**config.mk**
```make
export PLATFORM = sky130hd
export DESIGN_NAME = rvi_ctrl_decode
export DESIGN_NICKNAME = d
export VERILOG_FILES = /design/src/rtl/rvi_ctrl_pkg.sv /design/src/rtl/rvi_ctrl_classify.sv /design/src/rtl/rvi_ctrl_flags.sv /design/src/rtl/rvi_ctrl_regs.sv /design/src/rtl/rvi_ctrl_decode.sv
export SDC_FILE = /design/constraint.sdc
export NUM_CORES = 1
export LEC_CHECK = 0
export BUFFER_PORTS_ARGS = -buffer_cell sky130_fd_sc_hd__buf_2
export CAP_MARGIN = 5
export CORE_UTILIZATION = 52
export CTS_BUF_LIST = sky130_fd_sc_hd__clkbuf_4 sky130_fd_sc_hd__clkbuf_8
export CTS_CLUSTER_DIAMETER = 30
export DETAILED_ROUTE_END_ITERATION = 6
export GPL_TIMING_DRIVEN = 0
export PLACE_DENSITY = 0.83
export SYNTH_ARGS = -nofsm -noshare
export SYNTH_HDL_FRONTEND = slang
export SYNTH_SLANG_ARGS = --single-unit
```
**constraint.sdc**
```tcl
create_clock -name clk -period 2.2 [get_ports clk]
set_input_delay 0.11 -clock clk [delete_from_list [all_inputs] [get_ports clk]]
set_output_delay 0.11 -clock clk [all_outputs]
set_load 0.01 [all_outputs]
```
**src/rtl/rvi_ctrl_pkg.sv**
```systemverilog
package rvi_ctrl_pkg;

  localparam int OPC_W = 5;
  localparam int F3_W  = 3;
  localparam int IDX_W = 1 + F3_W + OPC_W;

  localparam logic [OPC_W-1:0] OPC_LUI    = 5'b01101;
  localparam logic [OPC_W-1:0] OPC_AUIPC  = 5'b00101;
  localparam logic [OPC_W-1:0] OPC_JAL    = 5'b11011;
  localparam logic [OPC_W-1:0] OPC_JALR   = 5'b11001;
  localparam logic [OPC_W-1:0] OPC_BRANCH = 5'b11000;
  localparam logic [OPC_W-1:0] OPC_LOAD   = 5'b00000;
  localparam logic [OPC_W-1:0] OPC_STORE  = 5'b01000;
  localparam logic [OPC_W-1:0] OPC_OPIMM  = 5'b00100;
  localparam logic [OPC_W-1:0] OPC_OP     = 5'b01100;

  typedef enum logic [3:0] {
    CLS_NONE, CLS_LUI, CLS_AUIPC, CLS_JAL, CLS_JALR,
    CLS_BRANCH, CLS_LOAD, CLS_STORE, CLS_OPIMM, CLS_OP
  } cls_e;

  typedef struct packed {
    logic mem_op;
    logic branch_op;
    logic shift_op;
    logic slt_op;
    logic two_stage;
    logic rd_write;
    logic mem_word;
    logic mem_half;
    logic mem_signed;
    logic alu_sub;     // shared with boolean-op high bit
    logic cmp_eq;      // shared with boolean-op low bit
    logic bne_or_bge;  // shared with jump flag
  } ctrl_t;

  localparam int CTRL_W = $bits(ctrl_t);

  // Opcode to instruction group.
  function automatic cls_e cls_of(logic [OPC_W-1:0] opc);
    case (opc)
      OPC_LUI:    return CLS_LUI;
      OPC_AUIPC:  return CLS_AUIPC;
      OPC_JAL:    return CLS_JAL;
      OPC_JALR:   return CLS_JALR;
      OPC_BRANCH: return CLS_BRANCH;
      OPC_LOAD:   return CLS_LOAD;
      OPC_STORE:  return CLS_STORE;
      OPC_OPIMM:  return CLS_OPIMM;
      OPC_OP:     return CLS_OP;
      default:    return CLS_NONE;
    endcase
  endfunction

  // Whether funct3 and bit 30 name a listed instruction in the group.
  function automatic logic legal(cls_e c, logic [F3_W-1:0] f3, logic b30);
    case (c)
      CLS_LUI, CLS_AUIPC, CLS_JAL, CLS_JALR: return 1'b1;
      CLS_BRANCH: return f3[2:1] != 2'b01;
      CLS_LOAD:   return (f3 != 3'b011) && (f3[2:1] != 2'b11);
      CLS_STORE:  return !f3[2] && (f3[1:0] != 2'b11);
      CLS_OPIMM:  return !((f3 == 3'b001) && b30);
      CLS_OP:     return !b30 || (f3 == 3'b000) || (f3 == 3'b101);
      default:    return 1'b0;
    endcase
  endfunction

  // Flag vector of a listed instruction.
  function automatic ctrl_t flags_of(cls_e c, logic [F3_W-1:0] f3, logic b30);
    ctrl_t r;
    logic  ari, ldst;
    ari  = (c == CLS_OPIMM) || (c == CLS_OP);
    ldst = (c == CLS_LOAD) || (c == CLS_STORE);
    r = '0;
    r.mem_op     = ldst;
    r.branch_op  = (c == CLS_JAL) || (c == CLS_JALR) || (c == CLS_BRANCH);
    r.shift_op   = ari && (f3[1:0] == 2'b01);
    r.slt_op     = ari && (f3[2:1] == 2'b01);
    r.two_stage  = r.mem_op || r.branch_op || r.shift_op || r.slt_op;
    r.rd_write   = (c != CLS_STORE) && (c != CLS_BRANCH) && (c != CLS_NONE);
    r.mem_word   = ldst && (f3[1:0] == 2'b10);
    r.mem_half   = ldst && (f3[1:0] == 2'b01);
    r.mem_signed = (c == CLS_LOAD) && !f3[2] && !f3[1];
    r.alu_sub    = (c == CLS_BRANCH) || r.slt_op || (ari && f3 == 3'b111)
                 || ((c == CLS_OP) && b30 && f3 == 3'b000);
    r.cmp_eq     = ((c == CLS_BRANCH) && f3[2:1] == 2'b00)
                 || (ari && f3[2:1] == 2'b11);
    r.bne_or_bge = (c == CLS_JAL) || (c == CLS_JALR)
                 || ((c == CLS_BRANCH) && f3[0]);
    return r;
  endfunction

endpackage

```
**src/rtl/rvi_ctrl_classify.sv**
```systemverilog
module rvi_ctrl_classify
  import rvi_ctrl_pkg::*;
(
  input  logic [OPC_W-1:0] opcode,
  input  logic [F3_W-1:0]  funct3,
  input  logic             b30,
  output cls_e             cls,
  output logic             valid
);

  cls_e grp;

  always_comb begin
    grp   = cls_of(opcode);
    valid = legal(grp, funct3, b30);
    cls   = valid ? grp : CLS_NONE;
  end

endmodule

```
**src/rtl/rvi_ctrl_flags.sv**
```systemverilog
module rvi_ctrl_flags
  import rvi_ctrl_pkg::*;
(
  input  cls_e             cls,
  input  logic             valid,
  input  logic [F3_W-1:0]  funct3,
  input  logic             b30,
  output ctrl_t            flags
);

  always_comb begin
    flags = valid ? flags_of(cls, funct3, b30) : '0;
  end

endmodule

```
**src/rtl/rvi_ctrl_regs.sv**
```systemverilog
module rvi_ctrl_regs #(
  parameter int W = 12
) (
  input  logic         clk,
  input  logic         rst,
  input  logic         en,
  input  logic [W-1:0] d,
  output logic [W-1:0] q
);

  for (genvar i = 0; i < W; i++) begin : g_bit
    always_ff @(posedge clk) begin
      if (rst)     q[i] <= 1'b0;
      else if (en) q[i] <= d[i];
    end
  end

  AST_HOLD_WHEN_IDLE: assert property (@(posedge clk) disable iff (rst)
    !en |=> $stable(q));
  AST_RESET_CLEARS: assert property (@(posedge clk)
    rst |=> (q == '0));

endmodule

```
**src/rtl/rvi_ctrl_decode.sv**
```systemverilog
module rvi_ctrl_decode
  import rvi_ctrl_pkg::*;
(
  input  logic             clk,
  input  logic             rst,
  input  logic             en,
  input  logic             i_b30,
  input  logic [2:0]       i_funct3,
  input  logic [4:0]       i_opcode,
  output logic             o_mem_op,
  output logic             o_branch_op,
  output logic             o_shift_op,
  output logic             o_slt_op,
  output logic             o_two_stage,
  output logic             o_rd_write,
  output logic             o_mem_word,
  output logic             o_mem_half,
  output logic             o_mem_signed,
  output logic             o_alu_sub,
  output logic             o_bool_hi,
  output logic             o_cmp_eq,
  output logic             o_bool_lo,
  output logic             o_bne_or_bge,
  output logic             o_jump
);

  cls_e  dec_cls;
  logic  dec_valid;
  ctrl_t next_flags;
  ctrl_t held;

  rvi_ctrl_classify u_cls (
    .opcode (i_opcode),
    .funct3 (i_funct3),
    .b30    (i_b30),
    .cls    (dec_cls),
    .valid  (dec_valid)
  );

  rvi_ctrl_flags u_flags (
    .cls    (dec_cls),
    .valid  (dec_valid),
    .funct3 (i_funct3),
    .b30    (i_b30),
    .flags  (next_flags)
  );

  rvi_ctrl_regs #(.W(CTRL_W)) u_regs (
    .clk (clk),
    .rst (rst),
    .en  (en),
    .d   (next_flags),
    .q   (held)
  );

  assign o_mem_op     = held.mem_op;
  assign o_branch_op  = held.branch_op;
  assign o_shift_op   = held.shift_op;
  assign o_slt_op     = held.slt_op;
  assign o_two_stage  = held.two_stage;
  assign o_rd_write   = held.rd_write;
  assign o_mem_word   = held.mem_word;
  assign o_mem_half   = held.mem_half;
  assign o_mem_signed = held.mem_signed;
  assign o_alu_sub    = held.alu_sub;
  assign o_bool_hi    = held.alu_sub;
  assign o_cmp_eq     = held.cmp_eq;
  assign o_bool_lo    = held.cmp_eq;
  assign o_bne_or_bge = held.bne_or_bge;
  assign o_jump       = held.bne_or_bge;

  AST_UNLISTED_ZERO: assert property (@(posedge clk) disable iff (rst)
    !dec_valid |-> (next_flags == '0));
  AST_SIZE_NEEDS_MEM: assert property (@(posedge clk) disable iff (rst)
    (next_flags.mem_word || next_flags.mem_half || next_flags.mem_signed)
      |-> next_flags.mem_op);
  AST_GROUPS_EXCLUSIVE: assert property (@(posedge clk) disable iff (rst)
    $countones({next_flags.mem_op, next_flags.branch_op,
                next_flags.shift_op, next_flags.slt_op}) <= 1);
  AST_CAPTURE_ON_EN: assert property (@(posedge clk) disable iff (rst)
    en |=> (held == $past(next_flags)));

endmodule

```
==> results of run 1 <==
how the worst max path moves through the flow:
| stage | to | cells past startpoint | start | slack (ps) |
|---|---|---|---|---|
| detailed placement | u_regs.q[0]$_SDFFE_PP0P_ | 8 | i_opcode[1] | 270 |
| global placement | u_regs.q[7]$_SDFFE_PP0P_ | 8 | i_opcode[1] | 310 |
| global route | u_regs.q[0]$_SDFFE_PP0P_ | 8 | i_opcode[1] | 390 |
| finish | u_regs.q[0]$_SDFFE_PP0P_ | 8 | i_opcode[1] | 520 |
| floorplan | u_regs.q[7]$_SDFFE_PP0P_ | 7 | i_opcode[0] | 580 |
| CTS | u_regs.q[0]$_SDFFE_PP0P_ | 8 | i_opcode[1] | 540 |
layout by cell type, fill, tap and decap left out, types with 4 or more instances in the layout:
cell	instances
nor2_1	10
dfxtp_1	12
o21ai_1	4
a21oi_1	6
buf_2	24
inv_1	4
clkbuf_1	4
nand2_1	14
o31ai_1	5
cell families after synthesis:
kind of cell | share of synthesized area
flip-flops | 0.266
adder cells (fa/ha/maj) | 0.0416
AO/OA/AOI/OAI | 0.322
XOR/XNOR | 0.00971
buffers and inverters | 0.0804
AND/OR/NAND/NOR | 0.280
routing by layer:
metal  routed length, µm  part of all wire  GRT usage  vias to the layer above
li1                    -                 -          -                      451
met1                 887              0.45      0.313                      415
met4                   6            0.0030     0.0625                        0
met3                 143             0.072     0.0708                        2
met5                   0                 0          0                        -
met2                 944              0.48      0.400                       39
where the power goes:
group / switching [W] / internal (W) / total, W
clock network: 0.0000667 / 0.0000634 / 0.000130
logic: 0.0000644 / 0.0000392 / 0.000104
registers: 0.00000144 / 0.000220 / 0.000222
layout make-up:
class,count,area (µm²),area share
Tap cell,16,20.0,0.0189
Multi-Input combinational cell,82,589,0.556
Clock buffer,3,22.5,0.0213
Timing Repair Buffer,23,115,0.109
Buffer,9,53.8,0.0508
Sequential cell,12,240,0.227
Inverter,5,18.8,0.0177
stage by stage:
step	hold slack, ps	total power [W]	area [µm²]
3_3_place_gp	371	0.000327	1040
5_1_grt	103	0.000482	1060
2_1_floorplan	179	0.000298	902
4_1_cts	93.9	0.000458	1060
6_report	94.2	0.000455	1060
3_5_place_dp	376	0.000329	1040
worst max-delay path: cells and delay by family:
family	cells	cell delay [ps]
AO/OA/AOI/OAI	5	1280
adder cells (fa/ha/maj)	1	290
buffers and inverters	2	180
==> metrics.md, run 1 <==
| Metric | Value |
|---|---|
| Area Growth Syn to Fin | `17.5%` |
| Root Driver | `clkbuf_4` |
| Unrepaired setup endpoints after global routing | `false` |
| Drt first pass iters | `6` |
| Nets@finish | `151` |
| DR vias/cell | `6.05` |
| # H-tree levels | `1` |
| DRT iter0 DRCs | `24` |
| Most flops, register | `u_regs.q` |
| Worst stage delay on the critical path | `470 ps` |
| R2R setup slack | `1460 ps` |
| Flops & latches, synth | `12` |
| HPWL after DPL | `1.56 mm` |
| Die W | `43.7 µm` |
| Post-cts sizing count | `0` |
| Worst clock skew | `0 ps` |
| Area of the core | `1560 µm²` |
| Worst EP arrival | `1860 ps` |
| Ratio of cells with drive above 1 in the final layout | `0.299` |
| Asr flop ratio synth | `0` |
| Crit end category | `register` |
| Final hold viol count | `0` |
| Initial Util | `0.579` |
| DRT antenna net count | `0` |
| Die ar. | `1910 µm²` |
| Cell row count | `14` |
| Pwr dens | `430 nW/µm²` |
| Most used cell, CP | `a311oi_1` |
| Synth top area share | `0.266` |
| CTS Sinks | `12` |
| Finished Layout Cells | `150` |
| Clock-pin slew on the worst setup and hold paths | `70 ps` |
| Worst vdd ir | `0.000344 V` |
| Cell with the most instances after synthesis | `nand2_1` |
| Clock latency at the later pin of the worst-skew pair | `270 ps` |
| Total Neg Setup Slack | `0 ps` |
| HP Class | `in -> reg` |
| Tmin final | `1680 ps` |
| R2R Path End | `u_regs.q[7]$_SDFFE_PP0P_` |
| Worst Reg-to-Reg Cells | `2` |
| Synth area leaders | `dfxtp_1 (27%), nand2_1 (5.8%), ha_1 (4.2%), nor2_1 (4.2%), o31ai_1 (4.2%)` |
| Final WS setup | `522 ps` |
| Worst path cell trace | `buf_2, inv_1, ha_1, o21ai_1, o311ai_1, a311oi_1, a311oi_1, o31ai_1` |
| DRC viols | `1` |
| Unique masters post-synth | `42` |
| Worst hold start | `rst` |
| Number of fill cells in the layout | `143` |
| Commonest cells post-synth | `nand2_1 (14), dfxtp_1 (12), nor2_1 (10), a21oi_1 (6), o31ai_1 (5)` |
| Largest net degree at the start of global routing | `11` |
| Top Registers | `u_regs.q: 12 flops` |
| CTS tree | `yes` |
| Antenna cells | `0` |
| Reg2reg start | `u_regs.q[7]$_SDFFE_PP0P_` |
| Gp weighted congestion | `0.845` |
| Sequential share of the synthesized area | `0.266` |
| Warnings, synthesis | `0` |
| IO Count | `27` |
| Die height | `43.7 µm` |
| Post-synth design cell area | `902 µm²` |
| Fmax | `0.596 GHz` |
| Max Buffers Root-to-Sink | `2` |
| Cells after DPL | `147` |
| Hold Path End | `u_regs.q[3]$_SDFFE_PP0P_` |
| Via count | `907` |
| Slew headroom | `0.637` |
| Synth Instances | `108` |
| Endpoints failing setup | `0` |
| GRT Total Usage | `0.244` |
| Dpl ws | `269 ps` |
| Routed length per instance | `13.2 µm` |
| Max-Cap Viols | `0` |
| Standby leakage power | `0.463 nW` |
| Synth Flop Type | `dfxtp_1` |
| Tcrit/Tclk final | `0.763` |
| Critical Path Fanout Max | `5` |
| Port Buffer Count | `23` |
| First-pass GRT wire length | `3.52 mm` |
| Slowest CP cell | `a311oi_1` |
| Slew Viols, Final | `0` |
| Antenna violations before repair | `0` |
| Syn Area/Cell | `8.35 µm²` |
| Post-CTS Hold Buffers | `0` |
| Measured slew at the worst slew-check pin | `536 ps` |
| Cts bufs inserted | `3` |
| Hold Path Cell Cnt | `2` |
| Setup CP Type | `in -> reg` |
| Vias in the first global route | `823` |
| Layout Utilization | `0.680` |
| Post-synth EDFFs | `0` |
| Largest register FFs | `12` |
| Failing checks | `DRC` |
| Status | `finished, violations left` |
| GRT overflow | `0` |
| Startpoint Class | `primary input` |
| Yosys top cell by area | `dfxtp_1` |
| Syn nets | `123` |
| Setup bufs post-CTS | `0` |
| CP required | `2390 ps` |
| Routed WL | `1.98 mm` |
Note: power is estimated with default switching activity, not from simulation.
==> inputs of run 2 (changes only) <==
--- a/config.mk
+++ b/config.mk
@@ -5,14 +5,15 @@
 export SDC_FILE = /design/constraint.sdc
 export NUM_CORES = 1
 export LEC_CHECK = 0
+export ABC_AREA = 1
 export BUFFER_PORTS_ARGS = -buffer_cell sky130_fd_sc_hd__buf_2
 export CAP_MARGIN = 5
-export CORE_UTILIZATION = 52
+export CORE_UTILIZATION = 47
 export CTS_BUF_LIST = sky130_fd_sc_hd__clkbuf_4 sky130_fd_sc_hd__clkbuf_8
 export CTS_CLUSTER_DIAMETER = 30
 export DETAILED_ROUTE_END_ITERATION = 6
 export GPL_TIMING_DRIVEN = 0
-export PLACE_DENSITY = 0.83
+export PLACE_DENSITY = 0.8
 export SYNTH_ARGS = -nofsm -noshare
 export SYNTH_HDL_FRONTEND = slang
 export SYNTH_SLANG_ARGS = --single-unit
==> constraint.sdc (replaced) <==
create_clock -name clk -period 1.4 [get_ports clk]
set_input_delay 0.07 -clock clk [delete_from_list [all_inputs] [get_ports clk]]
set_output_delay 0.07 -clock clk [all_outputs]
set_load 0.01 [all_outputs]
==> metrics.md, run 2 <==
| Metric | Value |
|---|---|
| Status | `complete, no violations` |
| Reg2reg start | `u_regs.q[7]$_SDFFE_PP0P_` |
| Cells after DPL | `192` |
| Synth Flop Type | `dfxtp_1` |
| Worst path depth | `13` |
| Gp weighted congestion | `0.886` |
| Most flops, register | `u_regs.q` |
| Antenna cells | `0` |
| Routed WL | `2.28 mm` |
| Syn Area/Cell | `6.17 µm²` |
| Cts bufs inserted | `3` |
| Warnings, synthesis | `0` |
| DRC viols | `0` |
| Area of the core | `1730 µm²` |
| Nets@finish | `192` |
| Worst clock skew | `0 ps` |
| Finished Layout Cells | `201` |
| Synth Instances | `141` |
| Largest net degree at the start of global routing | `11` |
| Max Buffers Root-to-Sink | `2` |
| Cell row count | `15` |
| Worst EP arrival | `1540 ps` |
| Die height | `45.0 µm` |
| CTS tree | `yes` |
| Routed length per instance | `11.3 µm` |
| Synth area leaders | `dfxtp_1 (28%), nand2_1 (18%), a21oi_1 (8.1%), nand3_1 (6.9%), inv_1 (6.0%)` |
| IO Count | `27` |
| # H-tree levels | `1` |
| Pwr dens | `728 nW/µm²` |
| CP bufs+invs | `4` |
| Synth top area share | `0.276` |
| Initial Util | `0.504` |
| Max-Cap Viols | `0` |
| Slew headroom | `0.697` |
| Standby leakage power | `0.604 nW` |
| Asr flop ratio synth | `0` |
| CP required | `1620 ps` |
| Final WS setup | `79.1 ps` |
| Endpoints failing setup | `0` |
| GRT overflow | `0` |
| Post-synth design cell area | `870 µm²` |
| Fmax | `0.757 GHz` |
| Commonest cells post-synth | `nand2_1 (42), a21oi_1 (14), inv_1 (14), dfxtp_1 (12), nand3_1 (12)` |
| Tcrit/Tclk final | `0.943` |
| Largest register FFs | `12` |
| Setup CP Type | `in -> reg` |
| First-pass GRT wire length | `3.39 mm` |
| R2R setup slack | `710 ps` |
| Antenna violations before repair | `0` |
| Drt first pass iters | `4` |
| Crit path launch | `i_opcode[1]` |
| Crit end category | `register` |
| Slew Viols, Final | `0` |
| Commonest non-fill, non-tap cell in the layout | `nand2_1` |
| Root Driver | `clkbuf_4` |
| Ratio of cells with drive above 1 in the final layout | `0.375` |
| Worst path cell trace | `buf_2, inv_2, ha_4, o21ai_4, inv_1, nor2_2, nand4_1, nand2_2, buf_4, nand2_1, nand4_1, nand2_1, a21oi_2` |
| Layout Utilization | `0.682` |
| Most frequent cells in the layout | `nand2_1 (39), buf_2 (26), a21oi_1 (13)` |
| GRT Total Usage | `0.222` |
| Post-synth EDFFs | `0` |
| R2R Path End | `u_regs.q[7]$_SDFFE_PP0P_` |
| Worst stage delay on the critical path | `200 ps` |
| CTS Sinks | `12` |
| Worst Reg-to-Reg Cells | `4` |
| Design Power | `0.000858 W` |
| Measured slew at the worst slew-check pin | `452 ps` |
| Slowest CP cell | `ha_4` |
| Syn nets | `156` |
| DR vias/cell | `5.18` |
| Flops & latches, synth | `12` |
| Critical Path Fanout Max | `5` |
| Die ar. | `2030 µm²` |
| HP Class | `in -> reg` |
| Worst vdd ir | `0.000751 V` |
| Worst Setup EP | `u_regs.q[2]$_SDFFE_PP0P_` |
| Cell with the most instances after synthesis | `nand2_1` |
| Startpoint Class | `primary input` |
| Final hold viol count | `0` |
| Top Registers | `u_regs.q: 12 flops` |
| Unique masters post-synth | `20` |
| Sequential share of the synthesized area | `0.276` |
| Fin Hold WS | `116 ps` |
| Clock-pin slew on the worst setup and hold paths | `80 ps` |
| Vias in the first global route | `846` |
| Via count | `1042` |
| Die W | `45.0 µm` |
| Tmin final | `1320 ps` |
| Port Buffer Count | `26` |
| DRT antenna net count | `0` |
| HPWL after DPL | `1.59 mm` |
| Dpl ws | `-322 ps` |
| DRT iter0 DRCs | `39` |
| Clock latency at the later pin of the worst-skew pair | `270 ps` |
| Yosys top cell by area | `dfxtp_1` |
| Area Growth Syn to Fin | `35.4%` |
| Delay-heaviest family, CP | `simple AND/OR/NAND/NOR gates` |
## run 2: changes by cell type after synthesis, sizes merged, moves of 5 or more
cell and change:
inv +14, a21oi +9, nor2 +7, nand2 +31, nand3 +12, o31ai -5
## run 2: how the worst min path moves through the flow
| stage | cells after the start | startpoint | end |
|---|---|---|---|
| finish | 3 | en | u_regs.q[2]$_SDFFE_PP0P_ |
| global route | 3 | i_funct3[1] | u_regs.q[5]$_SDFFE_PP0P_ |
| CTS | 3 | i_funct3[1] | u_regs.q[5]$_SDFFE_PP0P_ |
| detailed placement | 2 | rst | u_regs.q[2]$_SDFFE_PP0P_ |
| global placement | 2 | rst | u_regs.q[2]$_SDFFE_PP0P_ |
| floorplan | 1 | rst | u_regs.q[2]$_SDFFE_PP0P_ |
## run 2: worst reg2reg max path: stages, from the launching register on
cell and delay, ps:
dfxtp_1 310, nand2_1 60, nand2_1 60, a21oi_2 100, nor2_1 50
## run 2: cell type report
cell class / count / area (µm²)
Multi-Input combinational cell: 105 / 598
Inverter: 19 / 71.3
Fill cell: 161 / 549
Tap cell: 25 / 31.3
Timing Repair Buffer: 31 / 170
Sequential cell: 12 / 240
Buffer: 5 / 30.0
Clock buffer: 4 / 36.3
## run 2: where the power goes
group,switching [W],internal (W),total (W)
logic,0.000140,0.0000822,0.000222
registers,0.00000374,0.000349,0.000352
clock network,0.000125,0.000158,0.000283
## run 2: layer usage
layer	up-vias	wire, µm	global-route usage
met3	7	110	0.0360
li1	526	-	-
met1	466	969	0.288
met2	43	1150	0.386
met4	0	46	0.0485
met5	-	0	0
## run 2: per-stage QoR
stage	instance area (µm²)	setup TNS (ps)
after floorplan	870	0
after global placement	1030	-2060
after detailed placement	1030	-2650
after CTS	1090	0
after global routing	1180	-17.5
final	1180	0
## run 2: cells by family after synthesis
| group | synth area share |
|---|---|
| flops | 0.276 |
| simple gates | 0.433 |
| fa+ha+maj | 0.0432 |
| buf+inv | 0.117 |
| compound gates | 0.131 |
## run 2: what timing repair did
| item | CTS | global route |
|---|---|---|
| hold endpoints to repair | 2 | 0 |
| endpoints found under the setup margin | 1 | 11 |
| hold buffers | 1 | 0 |
| pin swaps | 1 | 9 |
| resized for setup | 1 | 15 |
| setup buffers | 1 | 3 |
